==> src/rtl/vlb_pkg.sv <==
package vlb_pkg;

  typedef enum logic [2:0] {
    ST_IDLE,
    ST_SETUP,
    ST_STRB,
    ST_HOLD,
    ST_RDWAIT,
    ST_ACK,
    ST_SKIP
  } vlb_state_e;

  localparam logic [5:0] AM_USER_DATA  = 6'h39;
  localparam logic [5:0] AM_SUPER_DATA = 6'h3D;

endpackage

==> src/rtl/vlb_addr_latch.sv <==
module vlb_addr_latch #(
  parameter int ADDR_HI = 23,
  parameter int DW      = 16
) (
  input  logic               clk,
  input  logic               rst_n,
  input  logic [ADDR_HI:1]   vme_addr,
  input  logic [5:0]         vme_am,
  input  logic               vme_write_n,
  input  logic               vme_lword_n,
  input  logic               vme_ds0_n,
  input  logic               vme_ds1_n,
  input  logic [DW-1:0]      vme_wdata,
  output logic [ADDR_HI:1]   addr_q,
  output logic [5:0]         am_q,
  output logic               wr_q,
  output logic               lword_n_q,
  output logic               ds0_n_q,
  output logic [DW-1:0]      wdata_q,
  output logic               start_q
);

  logic ds1_q;
  logic cap_en;

  // capture enable: DS1 seen high last cycle and low now
  assign cap_en = ds1_q & ~vme_ds1_n;

  always_ff @(posedge clk or negedge rst_n) begin
    if (!rst_n) begin
      ds1_q   <= 1'b1;
      start_q <= 1'b0;
    end else begin
      ds1_q   <= vme_ds1_n;
      start_q <= cap_en;
    end
  end

  always_ff @(posedge clk or negedge rst_n) begin
    if (!rst_n) begin
      addr_q    <= '0;
      am_q      <= '0;
      wr_q      <= 1'b0;
      lword_n_q <= 1'b1;
      ds0_n_q   <= 1'b1;
      wdata_q   <= '0;
    end else if (cap_en) begin
      addr_q    <= vme_addr;
      am_q      <= vme_am;
      wr_q      <= ~vme_write_n;
      lword_n_q <= vme_lword_n;
      ds0_n_q   <= vme_ds0_n;
      wdata_q   <= vme_wdata;
    end
  end

  // the held address moves only on a DS1 falling edge
  a_r2_addr_frozen: assert property (@(posedge clk) disable iff (!rst_n)
    !(ds1_q && !vme_ds1_n) |=> $stable(addr_q));

endmodule

==> src/rtl/vlb_decode.sv <==
module vlb_decode import vlb_pkg::*; #(
  parameter int GEO_W   = 7,
  parameter int NUM_TGT = 3,
  parameter int CODE_W  = 2
) (
  input  logic [5:0]         am_q,
  input  logic               lword_n_q,
  input  logic               ds0_n_q,
  input  logic [GEO_W-1:0]   geo_field,
  input  logic [GEO_W-1:0]   geo_addr,
  input  logic [CODE_W-1:0]  tgt_code,
  output logic               hit,
  output logic [NUM_TGT-1:0] tgt_sel_n
);

  logic am_ok;
  logic width_ok;
  logic geo_ok;

  assign am_ok    = (am_q == AM_USER_DATA) || (am_q == AM_SUPER_DATA);
  assign width_ok = lword_n_q & ~ds0_n_q;
  assign geo_ok   = (geo_field == geo_addr);
  assign hit      = am_ok & width_ok & geo_ok;

  // one comparator per target; codes at or above NUM_TGT select nothing
  for (genvar k = 0; k < NUM_TGT; k++) begin : g_tsel
    assign tgt_sel_n[k] = ~(tgt_code == CODE_W'(k));
  end

endmodule

==> src/rtl/vlb_seq.sv <==
module vlb_seq import vlb_pkg::*; #(
  parameter int DW          = 16,
  parameter int NUM_TGT     = 3,
  parameter int WIN_CYC     = 4,
  parameter int RD_WAIT_CYC = 4
) (
  input  logic               clk,
  input  logic               rst_n,
  input  logic               start,
  input  logic               hit,
  input  logic               wr,
  input  logic [NUM_TGT-1:0] tgt_sel_n,
  input  logic [DW-1:0]      wdata,
  input  logic [DW-1:0]      lb_rdata,
  input  logic               ds0_n,
  input  logic               ds1_n,
  output logic [NUM_TGT-1:0] lb_sel_n,
  output logic               lb_dir,
  output logic               lb_wstrb_n,
  output logic [DW-1:0]      lb_wdata,
  output logic               lb_wdata_oe,
  output logic               vme_dtack_n,
  output logic [DW-1:0]      vme_rdata,
  output logic               vme_rdata_oe
);

  localparam int MAXC = (WIN_CYC > RD_WAIT_CYC) ? WIN_CYC : RD_WAIT_CYC;
  localparam int CW   = $clog2(MAXC + 1);

  vlb_state_e      st_q, st_nxt;
  logic [CW-1:0]   cnt_q, cnt_nxt;
  logic [DW-1:0]   rdata_q;
  logic            rd_cap;
  logic            strobes_off;
  logic            drv_w, drv_r;

  assign strobes_off = ds0_n & ds1_n;

  always_comb begin
    st_nxt = st_q;
    rd_cap = 1'b0;
    unique case (st_q)
      ST_IDLE: begin
        if (start) begin
          if (!hit)    st_nxt = ST_SKIP;
          else if (wr) st_nxt = ST_SETUP;
          else         st_nxt = ST_RDWAIT;
        end
      end
      ST_SETUP:  if (cnt_q == CW'(WIN_CYC - 1)) st_nxt = ST_STRB;
      ST_STRB:   if (cnt_q == CW'(WIN_CYC - 1)) st_nxt = ST_HOLD;
      ST_HOLD:   if (cnt_q == CW'(WIN_CYC - 1)) st_nxt = ST_ACK;
      ST_RDWAIT: begin
        if (cnt_q == CW'(RD_WAIT_CYC - 1)) begin
          st_nxt = ST_ACK;
          rd_cap = 1'b1;
        end
      end
      ST_ACK:  if (strobes_off) st_nxt = ST_IDLE;
      ST_SKIP: if (strobes_off) st_nxt = ST_IDLE;
      default: st_nxt = ST_IDLE;
    endcase
  end

  always_comb begin
    if (st_nxt != st_q) cnt_nxt = '0;
    else                cnt_nxt = cnt_q + CW'(1);
  end

  always_ff @(posedge clk or negedge rst_n) begin
    if (!rst_n) begin
      st_q  <= ST_IDLE;
      cnt_q <= '0;
    end else begin
      st_q  <= st_nxt;
      cnt_q <= cnt_nxt;
    end
  end

  always_ff @(posedge clk or negedge rst_n) begin
    if (!rst_n)      rdata_q <= '0;
    else if (rd_cap) rdata_q <= lb_rdata;
  end

  assign drv_w = (st_q == ST_SETUP) || (st_q == ST_STRB) || (st_q == ST_HOLD);
  assign drv_r = (st_q == ST_RDWAIT);

  assign lb_sel_n     = (drv_w || drv_r) ? tgt_sel_n : '1;
  assign lb_dir       = ~drv_w;
  assign lb_wstrb_n   = ~(st_q == ST_STRB);
  assign lb_wdata_oe  = drv_w;
  assign lb_wdata     = drv_w ? wdata : '1;
  assign vme_dtack_n  = ~(st_q == ST_ACK);
  assign vme_rdata_oe = (st_q == ST_ACK) && !wr;
  assign vme_rdata    = vme_rdata_oe ? rdata_q : '0;

  // checker state: strobe pulse length and previous strobe level
  logic [CW-1:0] strb_len_q;
  logic          wstrb_q;

  always_ff @(posedge clk or negedge rst_n) begin
    if (!rst_n) begin
      strb_len_q <= '0;
      wstrb_q    <= 1'b1;
    end else begin
      wstrb_q    <= lb_wstrb_n;
      strb_len_q <= lb_wstrb_n ? '0 : strb_len_q + CW'(1);
    end
  end

  // never two selects low together
  a_r4_one_select: assert property (@(posedge clk) disable iff (!rst_n)
    $onehot0(~lb_sel_n));

  // a rejected cycle keeps every select high
  a_r5_skip_no_sel: assert property (@(posedge clk) disable iff (!rst_n)
    (st_q == ST_SKIP) |-> (&lb_sel_n && vme_dtack_n));

  // select, direction and data already settled when the strobe falls
  a_r6_setup_stable: assert property (@(posedge clk) disable iff (!rst_n)
    $fell(lb_wstrb_n) |-> ($stable(lb_sel_n) && $stable(lb_dir) && $stable(lb_wdata)));

  // strobe low for exactly the window length
  a_r6_strobe_width: assert property (@(posedge clk) disable iff (!rst_n)
    (!wstrb_q && lb_wstrb_n) |-> (strb_len_q == CW'(WIN_CYC)));

  // hold window still driving when the strobe rises
  a_r6_hold_after: assert property (@(posedge clk) disable iff (!rst_n)
    $rose(lb_wstrb_n) |-> (!lb_dir && lb_wdata_oe));

  // a strobe only ever happens with direction set to write
  a_r7_no_read_strobe: assert property (@(posedge clk) disable iff (!rst_n)
    !lb_wstrb_n |-> !lb_dir);

  // acknowledge released once both strobes are up
  a_r8_dtack_release: assert property (@(posedge clk) disable iff (!rst_n)
    (!vme_dtack_n && ds0_n && ds1_n) |=> (vme_dtack_n && !vme_rdata_oe));

  // idle levels while no cycle runs
  a_r9_idle_levels: assert property (@(posedge clk) disable iff (!rst_n)
    (st_q == ST_IDLE) |-> (&lb_sel_n && lb_dir && lb_wstrb_n && !lb_wdata_oe && vme_dtack_n));

endmodule

==> src/rtl/vme_lbus_bridge.sv <==
module vme_lbus_bridge #(
  parameter int ADDR_HI     = 23,
  parameter int GEO_W       = 7,
  parameter int LB_AW       = 16,
  parameter int DW          = 16,
  parameter int NUM_TGT     = 3,
  parameter int WIN_CYC     = 4,
  parameter int RD_WAIT_CYC = 4
) (
  input  logic               clk,
  input  logic               rst_n,
  input  logic [GEO_W-1:0]   geo_addr,
  input  logic [ADDR_HI:1]   vme_addr,
  input  logic [5:0]         vme_am,
  input  logic               vme_write_n,
  input  logic               vme_lword_n,
  input  logic               vme_ds0_n,
  input  logic               vme_ds1_n,
  input  logic [DW-1:0]      vme_wdata,
  output logic [DW-1:0]      vme_rdata,
  output logic               vme_rdata_oe,
  output logic               vme_dtack_n,
  output logic [LB_AW-1:0]   lb_addr,
  output logic [DW-1:0]      lb_wdata,
  output logic               lb_wdata_oe,
  input  logic [DW-1:0]      lb_rdata,
  output logic [NUM_TGT-1:0] lb_sel_n,
  output logic               lb_dir,
  output logic               lb_wstrb_n
);

  localparam int CODE_W = $clog2(NUM_TGT + 1);

  // asynchronous assert, synchronous release
  logic [1:0] rst_sync_q;
  logic       rst_int_n;

  always_ff @(posedge clk or negedge rst_n) begin
    if (!rst_n) rst_sync_q <= 2'b00;
    else        rst_sync_q <= {rst_sync_q[0], 1'b1};
  end
  assign rst_int_n = rst_sync_q[1];

  logic [ADDR_HI:1]   addr_q;
  logic [5:0]         am_q;
  logic               wr_q, lword_n_q, ds0_n_q, start_q;
  logic [DW-1:0]      wdata_q;
  logic               hit;
  logic [NUM_TGT-1:0] tgt_sel_n;

  vlb_addr_latch #(.ADDR_HI(ADDR_HI), .DW(DW)) u_latch (
    .clk        (clk),
    .rst_n      (rst_int_n),
    .vme_addr   (vme_addr),
    .vme_am     (vme_am),
    .vme_write_n(vme_write_n),
    .vme_lword_n(vme_lword_n),
    .vme_ds0_n  (vme_ds0_n),
    .vme_ds1_n  (vme_ds1_n),
    .vme_wdata  (vme_wdata),
    .addr_q     (addr_q),
    .am_q       (am_q),
    .wr_q       (wr_q),
    .lword_n_q  (lword_n_q),
    .ds0_n_q    (ds0_n_q),
    .wdata_q    (wdata_q),
    .start_q    (start_q)
  );

  vlb_decode #(.GEO_W(GEO_W), .NUM_TGT(NUM_TGT), .CODE_W(CODE_W)) u_decode (
    .am_q      (am_q),
    .lword_n_q (lword_n_q),
    .ds0_n_q   (ds0_n_q),
    .geo_field (addr_q[ADDR_HI -: GEO_W]),
    .geo_addr  (geo_addr),
    .tgt_code  (addr_q[LB_AW -: CODE_W]),
    .hit       (hit),
    .tgt_sel_n (tgt_sel_n)
  );

  vlb_seq #(.DW(DW), .NUM_TGT(NUM_TGT), .WIN_CYC(WIN_CYC), .RD_WAIT_CYC(RD_WAIT_CYC)) u_seq (
    .clk         (clk),
    .rst_n       (rst_int_n),
    .start       (start_q),
    .hit         (hit),
    .wr          (wr_q),
    .tgt_sel_n   (tgt_sel_n),
    .wdata       (wdata_q),
    .lb_rdata    (lb_rdata),
    .ds0_n       (vme_ds0_n),
    .ds1_n       (vme_ds1_n),
    .lb_sel_n    (lb_sel_n),
    .lb_dir      (lb_dir),
    .lb_wstrb_n  (lb_wstrb_n),
    .lb_wdata    (lb_wdata),
    .lb_wdata_oe (lb_wdata_oe),
    .vme_dtack_n (vme_dtack_n),
    .vme_rdata   (vme_rdata),
    .vme_rdata_oe(vme_rdata_oe)
  );

  assign lb_addr = addr_q[LB_AW:1];

endmodule

==> config.mk <==
export PLATFORM = sky130hd
export DESIGN_NAME = vme_lbus_bridge
export DESIGN_NICKNAME = d
export VERILOG_FILES = /design/src/rtl/vlb_pkg.sv /design/src/rtl/vlb_addr_latch.sv /design/src/rtl/vlb_decode.sv /design/src/rtl/vlb_seq.sv /design/src/rtl/vme_lbus_bridge.sv
export SDC_FILE = /design/constraint.sdc
export NUM_CORES = 1
export LEC_CHECK = 0
export BUFFER_PORTS_ARGS = -buffer_cell sky130_fd_sc_hd__buf_2
export CELL_PAD_IN_SITES_DETAIL_PLACEMENT = 0
export CELL_PAD_IN_SITES_GLOBAL_PLACEMENT = 1
export CORE_ASPECT_RATIO = 0.75
export CORE_MARGIN = 1
export CORE_UTILIZATION = 35
export CTS_BUF_LIST = sky130_fd_sc_hd__clkbuf_8
export DETAILED_ROUTE_END_ITERATION = 10
export GPL_TIMING_DRIVEN = 0
export PLACE_DENSITY = 0.82
export SLEW_MARGIN = 15
export SYNTH_ARGS = -nofsm -noshare
export SYNTH_HDL_FRONTEND = slang
export SYNTH_SLANG_ARGS = --single-unit
==> constraint.sdc <==
create_clock -name clk -period 2.2 [get_ports clk]
set_input_delay 0.44 -clock clk [delete_from_list [all_inputs] [get_ports clk]]
set_output_delay 0.44 -clock clk [all_outputs]
set_load 0.02 [all_outputs]
[Word level (Yosys, flattened, before mapping)]
Index checks and enable logic that the tools add are counted.
Operators by class
  reduce and logical (&&, ||, !) cells: 10
  $add $sub $neg: 1
  multiplexer cells: 14
  equal/unequal tests: 13
  bitwise gates (word level): 14
Operator list (number)
  two-way mux 16 bit: 2
  two-way mux 3 bit: 9
  case mux 3 bit (5 select lines): 1
  == test 6 bit, second input constant: 2
  == test 3 x 2 -> 1 bit, second input constant: 3
  == test 3 bit, second input constant: 3
  NOT 1 bit: 9
  == test 7 bit: 1
  AND 1 bit: 5
  logical OR 1 bit: 4
  OR reduction 2 bit: 2
  adder 3 x 1 -> 3 bit, second input constant: 1
  == test 3 x 1 -> 1 bit, second input constant: 1
  zero test 3 bit: 1
  != test 3 bit: 1
  == test 2 x 1 -> 1 bit, second input constant: 1
  == test 2 bit, second input constant: 1
  zero test 2 bit: 1
  two-way mux 1 bit: 2
  logical AND 1 bit: 1
  zero test 1 bit: 1
Word-level totals
  logic and storage cells: 64
  bits in registers: 74
  output and inout port bits: 56

[Logic depth before layout (Yosys ltp)]
Gate-level depths: netlist of run 1.
  depth after elaboration: 9
  mapped depth: 6
  depth with buffers taken out: 6

[By module]
From an unflattened synthesis of run 1, not the netlist that was laid out.
Unflattened totals
  cell total of the unflattened synthesis: 246
  area, all modules: 3333.2 um^2
Modules (own cells, without submodules)
  vlb_addr_latch: times used 1, cells an instance 105, area each 1895.6 um^2, sequential area each 1255.0 um^2
  vlb_seq: times used 1, cells an instance 123, area each 1263.7 um^2, sequential area each 550.5 um^2
  vlb_decode: times used 1, cells an instance 15, area each 120.1 um^2, sequential area each 0.0 um^2
  vme_lbus_bridge: times used 1, cells an instance 3, area each 53.8 um^2, sequential area each 50.0 um^2

[Worst setup path before layout of run 1]
No wires, ideal clock.
  kind: reg-to-output
  from: reg u_seq.st_q[0]
  to: out vme_rdata[10]
  stages on the path, launching flop included: 6
  data arrival time: 1.434 ns
  setup slack: 0.326 ns
  path through: dfrtp_1 > inv_2 > or3_4 > nor2_4 > buf_6 > and2_2
On the way
  word-level cells in the longest chain between the ends: 3
RTL lines
  from (decl): RTL line vlb_seq.sv:30  | vlb_state_e st_q, st_nxt;
  from (signal assigned): RTL line vlb_seq.sv:75  | st_q <= st_nxt;
  == test 3 bit: RTL line vlb_seq.sv:94  | assign vme_rdata_oe = (st_q == ST_ACK) && !wr;
  logical AND 1 bit: RTL line vlb_seq.sv:94
  named net vme_rdata_oe: RTL line vme_lbus_bridge.sv:21  | output logic vme_rdata_oe,
  two-way mux 16 bit: RTL line vlb_seq.sv:95  | assign vme_rdata = vme_rdata_oe ? rdata_q : '0;
  to (decl): RTL line vme_lbus_bridge.sv:20  | output logic [DW-1:0] vme_rdata,
The timed path passes the listed nets, and every way through them passes these cells.

[Worst setup path after layout of run 1]
  from: reg u_seq.st_q[1]
  to: out vme_rdata[13]
On the way
  word-level cells in the longest chain between the ends: 3
RTL lines (RTL line)
  == test 3 bit: vlb_seq.sv:94
  logical AND 1 bit: vlb_seq.sv:94
  two-way mux 16 bit: vlb_seq.sv:95
Every way passes these cells.

==> results of run 1 <==
-- cell families after synthesis --
kind of cell | after synthesis | synth area share [%]
flip-flops | 73 | 54.9
AO/OA/AOI/OAI | 13 | 2.74
multiplexers | 62 | 20.9
XOR/XNOR | 8 | 2.10
buffers and inverters | 33 | 6.49
other | 1 | 0.112
adder cells (fa/ha/maj) | 2 | 0.750
AND/OR/NAND/NOR | 64 | 12.0
-- how the worst max path moves through the flow --
stage | from | end | slack (ps) | cells after the start
finish | u_seq.st_q[1]$_DFF_PN0_ | vme_rdata[13] | 10 | 5
floorplan | rst_sync_q[1]$_DFF_PN0_ | u_latch.addr_q[10]$_DFFE_PN0P_ | 20 | 0
global route | u_seq.st_q[1]$_DFF_PN0_ | vme_rdata[7] | -90 | 5
detailed placement | u_seq.st_q[0]$_DFF_PN0_ | vme_rdata[12] | 140 | 6
CTS | u_seq.st_q[1]$_DFF_PN0_ | vme_rdata[12] | -70 | 6
global placement | rst_sync_q[1]$_DFF_PN0_ | u_latch.addr_q[18]$_DFFE_PN0P_ | -810 | 0
-- cells in the final DEF (no fill, tap or decap), types with 2 or more instances in the layout --
cell type,instances
sky130_fd_sc_hd__buf_2,116
sky130_fd_sc_hd__dfrtp_1,66
sky130_fd_sc_hd__mux2_2,62
sky130_fd_sc_hd__buf_4,24
sky130_fd_sc_hd__buf_6,19
sky130_fd_sc_hd__or3_1,17
sky130_fd_sc_hd__and2_4,16
sky130_fd_sc_hd__clkbuf_8,11
sky130_fd_sc_hd__nor2_1,7
sky130_fd_sc_hd__nand2_1,7
sky130_fd_sc_hd__xor2_1,7
sky130_fd_sc_hd__nand3_1,3
sky130_fd_sc_hd__o21ai_0,3
sky130_fd_sc_hd__a21oi_1,3
sky130_fd_sc_hd__dfstp_2,3
sky130_fd_sc_hd__dfrtp_2,3
sky130_fd_sc_hd__nor2_4,2
sky130_fd_sc_hd__clkbuf_2,2
sky130_fd_sc_hd__inv_1,2
sky130_fd_sc_hd__nor3_1,2
sky130_fd_sc_hd__o221ai_1,2
sky130_fd_sc_hd__nor2b_1,2
sky130_fd_sc_hd__ha_1,2
sky130_fd_sc_hd__clkinv_2,2
sky130_fd_sc_hd__bufinv_16,2
sky130_fd_sc_hd__buf_12,2
-- layout make-up --
cell class | count | area share, %
Clock inverter | 5 | 1.68
Tap cell | 128 | 3.47
Buffer | 27 | 4.01
Clock buffer | 11 | 3.28
Multi-Input combinational cell | 150 | 28.7
Inverter | 4 | 0.433
Sequential cell | 73 | 39.8
Timing Repair Buffer | 139 | 18.6
-- metal layers --
layer,vias up,routed length [um]
li1,1162,-
met1,1197,3150
met2,84,3710
met3,6,554
met4,0,50
met5,-,0
-- critical path, stage by stage, from the launching register on --
cell and delay (ps):
sky130_fd_sc_hd__dfrtp_2 450, sky130_fd_sc_hd__or3_4 420, sky130_fd_sc_hd__nor2_4 170, sky130_fd_sc_hd__buf_6 140, sky130_fd_sc_hd__and2_4 140, sky130_fd_sc_hd__buf_6 110
-- flip-flops by register name (all words and copies together), names as in the netlist, 2 cells and up --
name             cells
rst_sync_q           2
u_seq.cnt_q          3
u_latch.wdata_q     16
u_latch.addr_q      23
u_seq.st_q           3
u_latch.am_q         5
u_seq.rdata_q       16
-- per-stage QoR --
stage,area [um^2],setup WS [ps],power (mW)
global placement,4140,-807,3.44
finish,4620,10.0,4.83
global route,4620,-93.3,5.16
CTS,4610,-65.1,4.89
detailed placement,4160,141,3.50
floorplan,3340,21.8,2.99
-- repair_timing --
action	in CTS	in global routing
setup buffers	6	2
gates resized for setup	59	8
hold buffers	1	0
cloned	1	0
endpoints found under the setup margin	37	36
pin swaps	19	2
hold endpoints to repair	2	0
-- power by group --
group / internal (mW) / switching (mW)
combinational: 0.846 / 0.912
clock: 0.697 / 0.491
sequential: 1.68 / 0.210
==> run summary, run 1 <==
STA classifies the critical path startpoint as a flip-flop. After synthesis, the cell types taking the most area are sky130_fd_sc_hd__dfrtp_1 52%, sky130_fd_sc_hd__mux2_2 21%, sky130_fd_sc_hd__buf_4 3.8%. The distinct cell type count of the synthesized netlist is 39. In this run the static leakage power is 2.19 nW. The count of fill cells added during filler insertion came out at 866. Among all cell types in the netlist, the one instantiated most often is sky130_fd_sc_hd__dfrtp_1. The die width is 115 um. For the worst-skew pair, the clock arrives at the later sink with an insertion delay of 340 ps.

Based on the critical path, the design can be clocked at up to 457 MHz. The worst setup path is captured at an output port. The total I/O pin count is 130. The largest net degree at the start of global routing is 39.

The critical-path maximum fanout is 5. The global-route met2 utilization came out at 27.5%. In the global route stage, met3 resource usage came out at 6.64%. The worst hold-check slack is 235 ps.

The share of synthesized area occupied by flip-flops and latches is 54.9%. The required time of the critical path is 1760 ps. The first-pass GRT wire length is 12.3 mm. The run finished with clean final reports.

The max-slew violation count was 0. Once placement completed, the tool counted placed cells totaling 513. The average cell area after synthesis came out at 13.0 um^2.

At the end of the flow, the number of nets in the layout was 480. The count of endpoints failing hold in the final timing report was 0. The final clock period utilization by the worst path came out at 99.5%. The sum of overflow across all layers after global routing came out at 0. The number of non-filler instances in the completed layout is 537. The final antenna diode count came out at 0.

The number of enable-type register cells in the synthesized netlist came out at 0. The startpoint identified for the worst register-to-register timing path is u_seq.cnt_q[0]$_DFF_PN0_. After clock tree synthesis, the clock-pin slew on the worst setup and hold paths is 70 ps. The core occupancy in the finished layout is 50.5%. The worst-case IR drop observed on VDD is 0.539 mV.

The instance count along the most critical hold path is 1. The die outline height came out at 86.6 um. The number of endpoints failing setup at the final stage is 0.

The commonest cells after synthesis are 70 x sky130_fd_sc_hd__dfrtp_1, 62 x sky130_fd_sc_hd__mux2_2, 17 x sky130_fd_sc_hd__buf_4, 17 x sky130_fd_sc_hd__or3_1, 16 x sky130_fd_sc_hd__and2_2. The wire length reported by the detailed router is 7.46 mm. The number of vias per cell is 4.56.

The row count is 30. The placed wire-length estimate is 5.36 mm. The H-tree depth is 3. In this run, the number of DRC markers left after iteration 0 of detailed routing was 49.

The first TritonRoute pass finished after 4 iterations. The shortest clock period the worst path allows after layout came out at 2190 ps. The clock drives 73 sinks. The number of maximum-capacitance constraint violations is 0.

The setup check on the worst reg-to-reg path leaves a slack of 300 ps. The proportion of netlist area held by the largest area contributor is 52.5%. The global-route usage over all layers is 16.4%.

Global routing used 19.5% of the available met1 tracks. The netlist area before placement is 3340 um^2. In this run the remaining antenna-violating nets after routing total 0. The data arrival time at the worst-slack endpoint is 1750 ps. The maximum clock insertion buffer count came out at 2. The weighted congestion at the end of routability-driven global placement came out at 0.786. In this run the critical register-to-register path is captured at u_seq.rdata_q[7]$_DFFE_PN0P_.

The final worst clock skew is 8.75 ps. In this run, synthesis produced a sequential element count of 73. The CTS buffer count came out at 9. The fraction of registers with async set or reset after synthesis came out at 100%. The tightest min-delay check is of the input pin to flip-flop type. Setup repair after global routing could not meet its margin everywhere.

The remaining routing DRC violations came out at 0. TritonCTS built the clock tree. The wire length per cell after detailed routing is 13.9 um.

The multi-input combinational cell area is 1330 um^2. The commonest register cell after synthesis is sky130_fd_sc_hd__dfrtp_1. In the final layout, the share of cells above drive strength 1 is 67.5%. The number of global-route vias before repair came out at 2600. Compared with the post-synthesis result, the final layout area differs by 38.5%. The buffer type at the clock tree root is sky130_fd_sc_hd__clkbuf_8. The worst setup path is of the flip-flop to output port kind. The post-synthesis instance total came out at 256.

In this run the most used layer during global routing was met2. Registers take 1840 um^2. The total number of vias came out at 2449.

The area of the core region is 9160 um^2. The worst hold endpoint is u_latch.ds1_q$_DFF_PN1_. Dividing total power by cell area gives a power density of 1050 nW/um^2.

The worst hold path begins at vme_ds1_n. Buffers placed on the I/O ports in this run total 128. The area of the die is 9930 um^2.

The Yosys step of the flow raised 0 warnings. The logic depth of the worst register-to-register path is 6. The synthesized design spends more area on one cell type than any other, namely sky130_fd_sc_hd__dfrtp_1. The accumulated negative setup slack is 0 ps. When the netlist entered floorplanning its net count stood at 332. For this configuration, the core starts out at a cell density of 36.4%. The number of antenna violations at the first check in global routing is 0.
Power figures use the tool's default switching activity.
==> run 2: changes to the inputs <==
--- a/config.mk
+++ b/config.mk
@@ -10,11 +10,12 @@
 export CELL_PAD_IN_SITES_GLOBAL_PLACEMENT = 1
 export CORE_ASPECT_RATIO = 0.75
 export CORE_MARGIN = 1
-export CORE_UTILIZATION = 35
+export CORE_UTILIZATION = 30
 export CTS_BUF_LIST = sky130_fd_sc_hd__clkbuf_8
 export DETAILED_ROUTE_END_ITERATION = 10
 export GPL_TIMING_DRIVEN = 0
-export PLACE_DENSITY = 0.82
+export PLACE_DENSITY = 0.72
+export REMOVE_ABC_BUFFERS = 1
 export SLEW_MARGIN = 15
 export SYNTH_ARGS = -nofsm -noshare
 export SYNTH_HDL_FRONTEND = slang
==> run 2 against run 1 <==
Against the previous run:
- largest cell class unchanged
- the flow now finishes with violations (negative setup slack)
- final area shrank 4.6%
- clock power shrank 15%
- first-iteration DRC count shrank 35%
- flip-flop and latch count is the same
- clock skew shrank 2.5 ps
- critical path depth grew 1
- total power shrank 6.3%
- utilization shrank 8.6 points
- sequential share of layout area grew 2.0 points
- hold slack gained 7.6 ps
- via count shrank 3.3%
==> run summary, run 2 (synthesis gave the netlist of run 1 again) <==
The number of antenna violations at the first check in global routing is 0 (unchanged). The transition time at the pin with the least slew margin is 835 ps. Measured against its own limit, the worst slew margin works out to 44.2%. met2 is the most crowded layer.

The top cell types in the final layout, fill and taps aside, are 112 x sky130_fd_sc_hd__buf_2, 66 x sky130_fd_sc_hd__dfrtp_1, 62 x sky130_fd_sc_hd__mux2_2. The final clock period utilization by the worst path is 101% (+1.1 points). The clock latency reported for the late side of the worst-skew pair came out at 350 ps (about the same). The cell area power density is 1030 nW/um^2 (-1.9%). The first-pass detailed-route iteration total is 4 (unchanged). The smallest setup slack after layout is -13.9 ps (-24.0 ps). The met1 capacity usage during global routing is 16.3% (-3.2 points). The initial core utilization came out at 31.7% (-4.7 points). The synthesis-to-finish area growth is 32.1%. The number of vias per cell was 4.55 (-0.15%). The number of violations reported at the end of detailed-routing iteration 0 came out at 32 (-35%). The core occupancy in the finished layout is 41.9% (-8.6 points). The maximum clock insertion buffer count is 2 (unchanged). The checks that failed: negative setup slack. The maximum vdd ir drop is 0.351 mV (-35%). The die outline height was 93.3 um (+7.8%). The shortest clock period the worst path allows after layout came out at 2210 ps (+24.0 ps). The number of global-route vias before repair came to 2443 (-6.0%). The first-pass GRT wire length was 11.8 mm (-4.1%). The number of flip-flops under the largest register name was 23 (unchanged). The largest registers in the layout are u_latch.addr_q: 23 flops, u_latch.wdata_q: 16 flops, u_seq.rdata_q: 16 flops. The net count of the finished layout is 455 (-5.2%). The data arrival time at the worst-slack endpoint came out at 1770 ps (+20 ps). The sum of overflow across all layers after global routing is 0 (unchanged). The global-route usage over all layers was 13.8% (-2.5 points). The total I/O pin count came out at 130 (unchanged). The number of endpoints failing setup at the final stage came out at 10 (+10). Traced cell by cell, the critical path runs through clkinv_4 -> or3_4 -> nor2_4 -> buf_12 -> and2_2 -> buf_6. The number of maximum-capacitance constraint violations is 0 (unchanged).

Counting flops per register, the top entry is u_latch.addr_q. The commonest non-fill, non-tap cell in the layout is sky130_fd_sc_hd__buf_2. The number of clock sinks came to 73 (unchanged).

The row count came to 32 (+6.7%). The storage element area was 1840 um^2 (+0.14%). The flow ran to the end, but the final reports show violations.

The final antenna diode count came out at 0 (unchanged). The design area came out at 4410 um^2 (-4.6%). The worst setup path is captured at an output port. The wire length reported by the detailed router is 7.24 mm (-3.0%). The global-route met2 utilization was 21.1% (-6.4 points). The weighted congestion at the end of routability-driven global placement came to 0.741 (-5.8%). The count of endpoints failing hold in the final timing report is 0 (unchanged). The largest net degree at the start of global routing came out at 39 (unchanged). The total number of vias is 2368 (-3.3%).

The die width came out at 124 um (+7.9%). The remaining antenna violation count after routing is 0 (unchanged). The max-slew violation count came to 0 (unchanged). The CTS buffer count is 9 (unchanged). TritonCTS built the clock tree.

The tightest min-delay check is of the input pin to flip-flop type. The worst setup path is launched from a flip-flop. The area of the die was 11600 um^2 (+16%). By startpoint and endpoint, the worst setup path is classified as flip-flop to output port.

The remaining routing DRC violations came out at 0 (unchanged). The total cell area at the placement stage is 4000 um^2 (-3.8%). The clock transition at the registers of the reported paths is 70 ps (about the same). The biggest cell delay along the critical path came to 430 ps (-20 ps). The slack of the worst reg-to-reg path came out at 190 ps (-110 ps). The maximum clock frequency is 452 MHz (-1.1%). The area of the core region came out at 10500 um^2 (+15%). For this design, the slowest cell found on the critical path is sky130_fd_sc_hd__dfrtp_4. The multi-input combinational cell area is 1320 um^2 (-0.66%). The count of buffers inserted at the top-level ports is 128 (unchanged). The layout cell share with drive strength beyond 1 came out at 64.8% (-2.6 points).

Clock tree synthesis selected as its root buffer the cell sky130_fd_sc_hd__clkbuf_8. Setup repair after global routing could not meet its margin everywhere. The critical-path maximum fanout is 17 (+12). The wire length per cell after detailed routing was 13.9 um (+0.22%). The global routing met3 resource utilization is 7.20% (+0.55 points). The required time of the critical path is 1760 ps (about the same). The count of fill cells added during filler insertion was 1014 (+17%). The static leakage came out at 2.06 nW (-6.2%). The H-tree depth was 3 (unchanged).

The final worst clock skew came out at 6.27 ps (-2.49 ps). The placed wire-length estimate came to 4.95 mm (-7.6%).
run 2: area by class of cell:
type | count | share of cell area [%]
tap | 136 | 3.86
timing repair buffer | 140 | 19.8
clock inverter | 6 | 1.16
inverter | 4 | 0.454
sequential | 73 | 41.7
clock buffer | 10 | 3.12
multi-input combinational | 151 | 29.9
run 2: what timing repair did:
| action | CTS | global route |
|---|---|---|
| endpoints found under the setup margin | 55 | 24 |
| resized for setup | 39 | 3 |
| pin swaps | 2 | 1 |
| setup buffers | 9 | 0 |
| gates cloned | 1 | 0 |
| hold buffers | 1 | 0 |
| endpoints found under the hold margin | 2 | 0 |
run 2: metrics by stage:
| stage | worst slack, ps | hold slack, ps | setup TNS [ps] | power, mW | cells |
|---|---|---|---|---|---|
| after CTS | -25.2 | 221 | -235 | 4.59 | 520 |
| after global placement | -2120 | 226 | -171410 | 3.32 | 491 |
| after global routing | -91.2 | 220 | -1590 | 4.86 | 520 |
| after detailed placement | -611 | 227 | -8250 | 3.36 | 493 |
| after floorplan | -1020 | 144 | -48680 | 2.88 | 227 |
| final | -13.9 | 243 | -64.1 | 4.53 | 520 |
run 2: worst max-delay path: cells and delay by family (launching register included):
kind                   cells  cell delay [ps]
flip-flops                 1              430
AND/OR/NAND/NOR            3              650
buffers and inverters      3              330
run 2: power breakdown:
part / leakage [nW] / internal, mW / total (mW) / switching, mW
sequential: 0.872 / 1.68 / 1.86 / 0.173
clock: 0.110 / 0.539 / 1.01 / 0.471
combinational: 1.07 / 0.765 / 1.66 / 0.897
run 2: path summary, 6_finish.rpt:
path                                               start                        endpoint  cells past startpoint
worst min register to register   rst_sync_q[1]$_DFF_PN0_     u_latch.am_q[5]$_DFFE_PN0P_                      0
min in group asynchronous        rst_sync_q[1]$_DFF_PN0_     u_latch.am_q[5]$_DFFE_PN0P_                      0
max in group asynchronous        rst_sync_q[1]$_DFF_PN0_  u_latch.wdata_q[6]$_DFFE_PN0P_                      1
worst max-delay path             u_seq.st_q[2]$_DFF_PN0_                    vme_rdata[9]                      6
worst min-delay path                           vme_ds1_n         u_latch.ds1_q$_DFF_PN1_                      1
worst max register to register  u_seq.cnt_q[0]$_DFF_PN0_    u_seq.rdata_q[0]$_DFFE_PN0P_                      5
run 2: layer usage:
metal,part of all wire (%),vias up
met5,0,-
met4,1.5,0
met3,11,10
met2,44,112
met1,43,1135
li1,-,1111
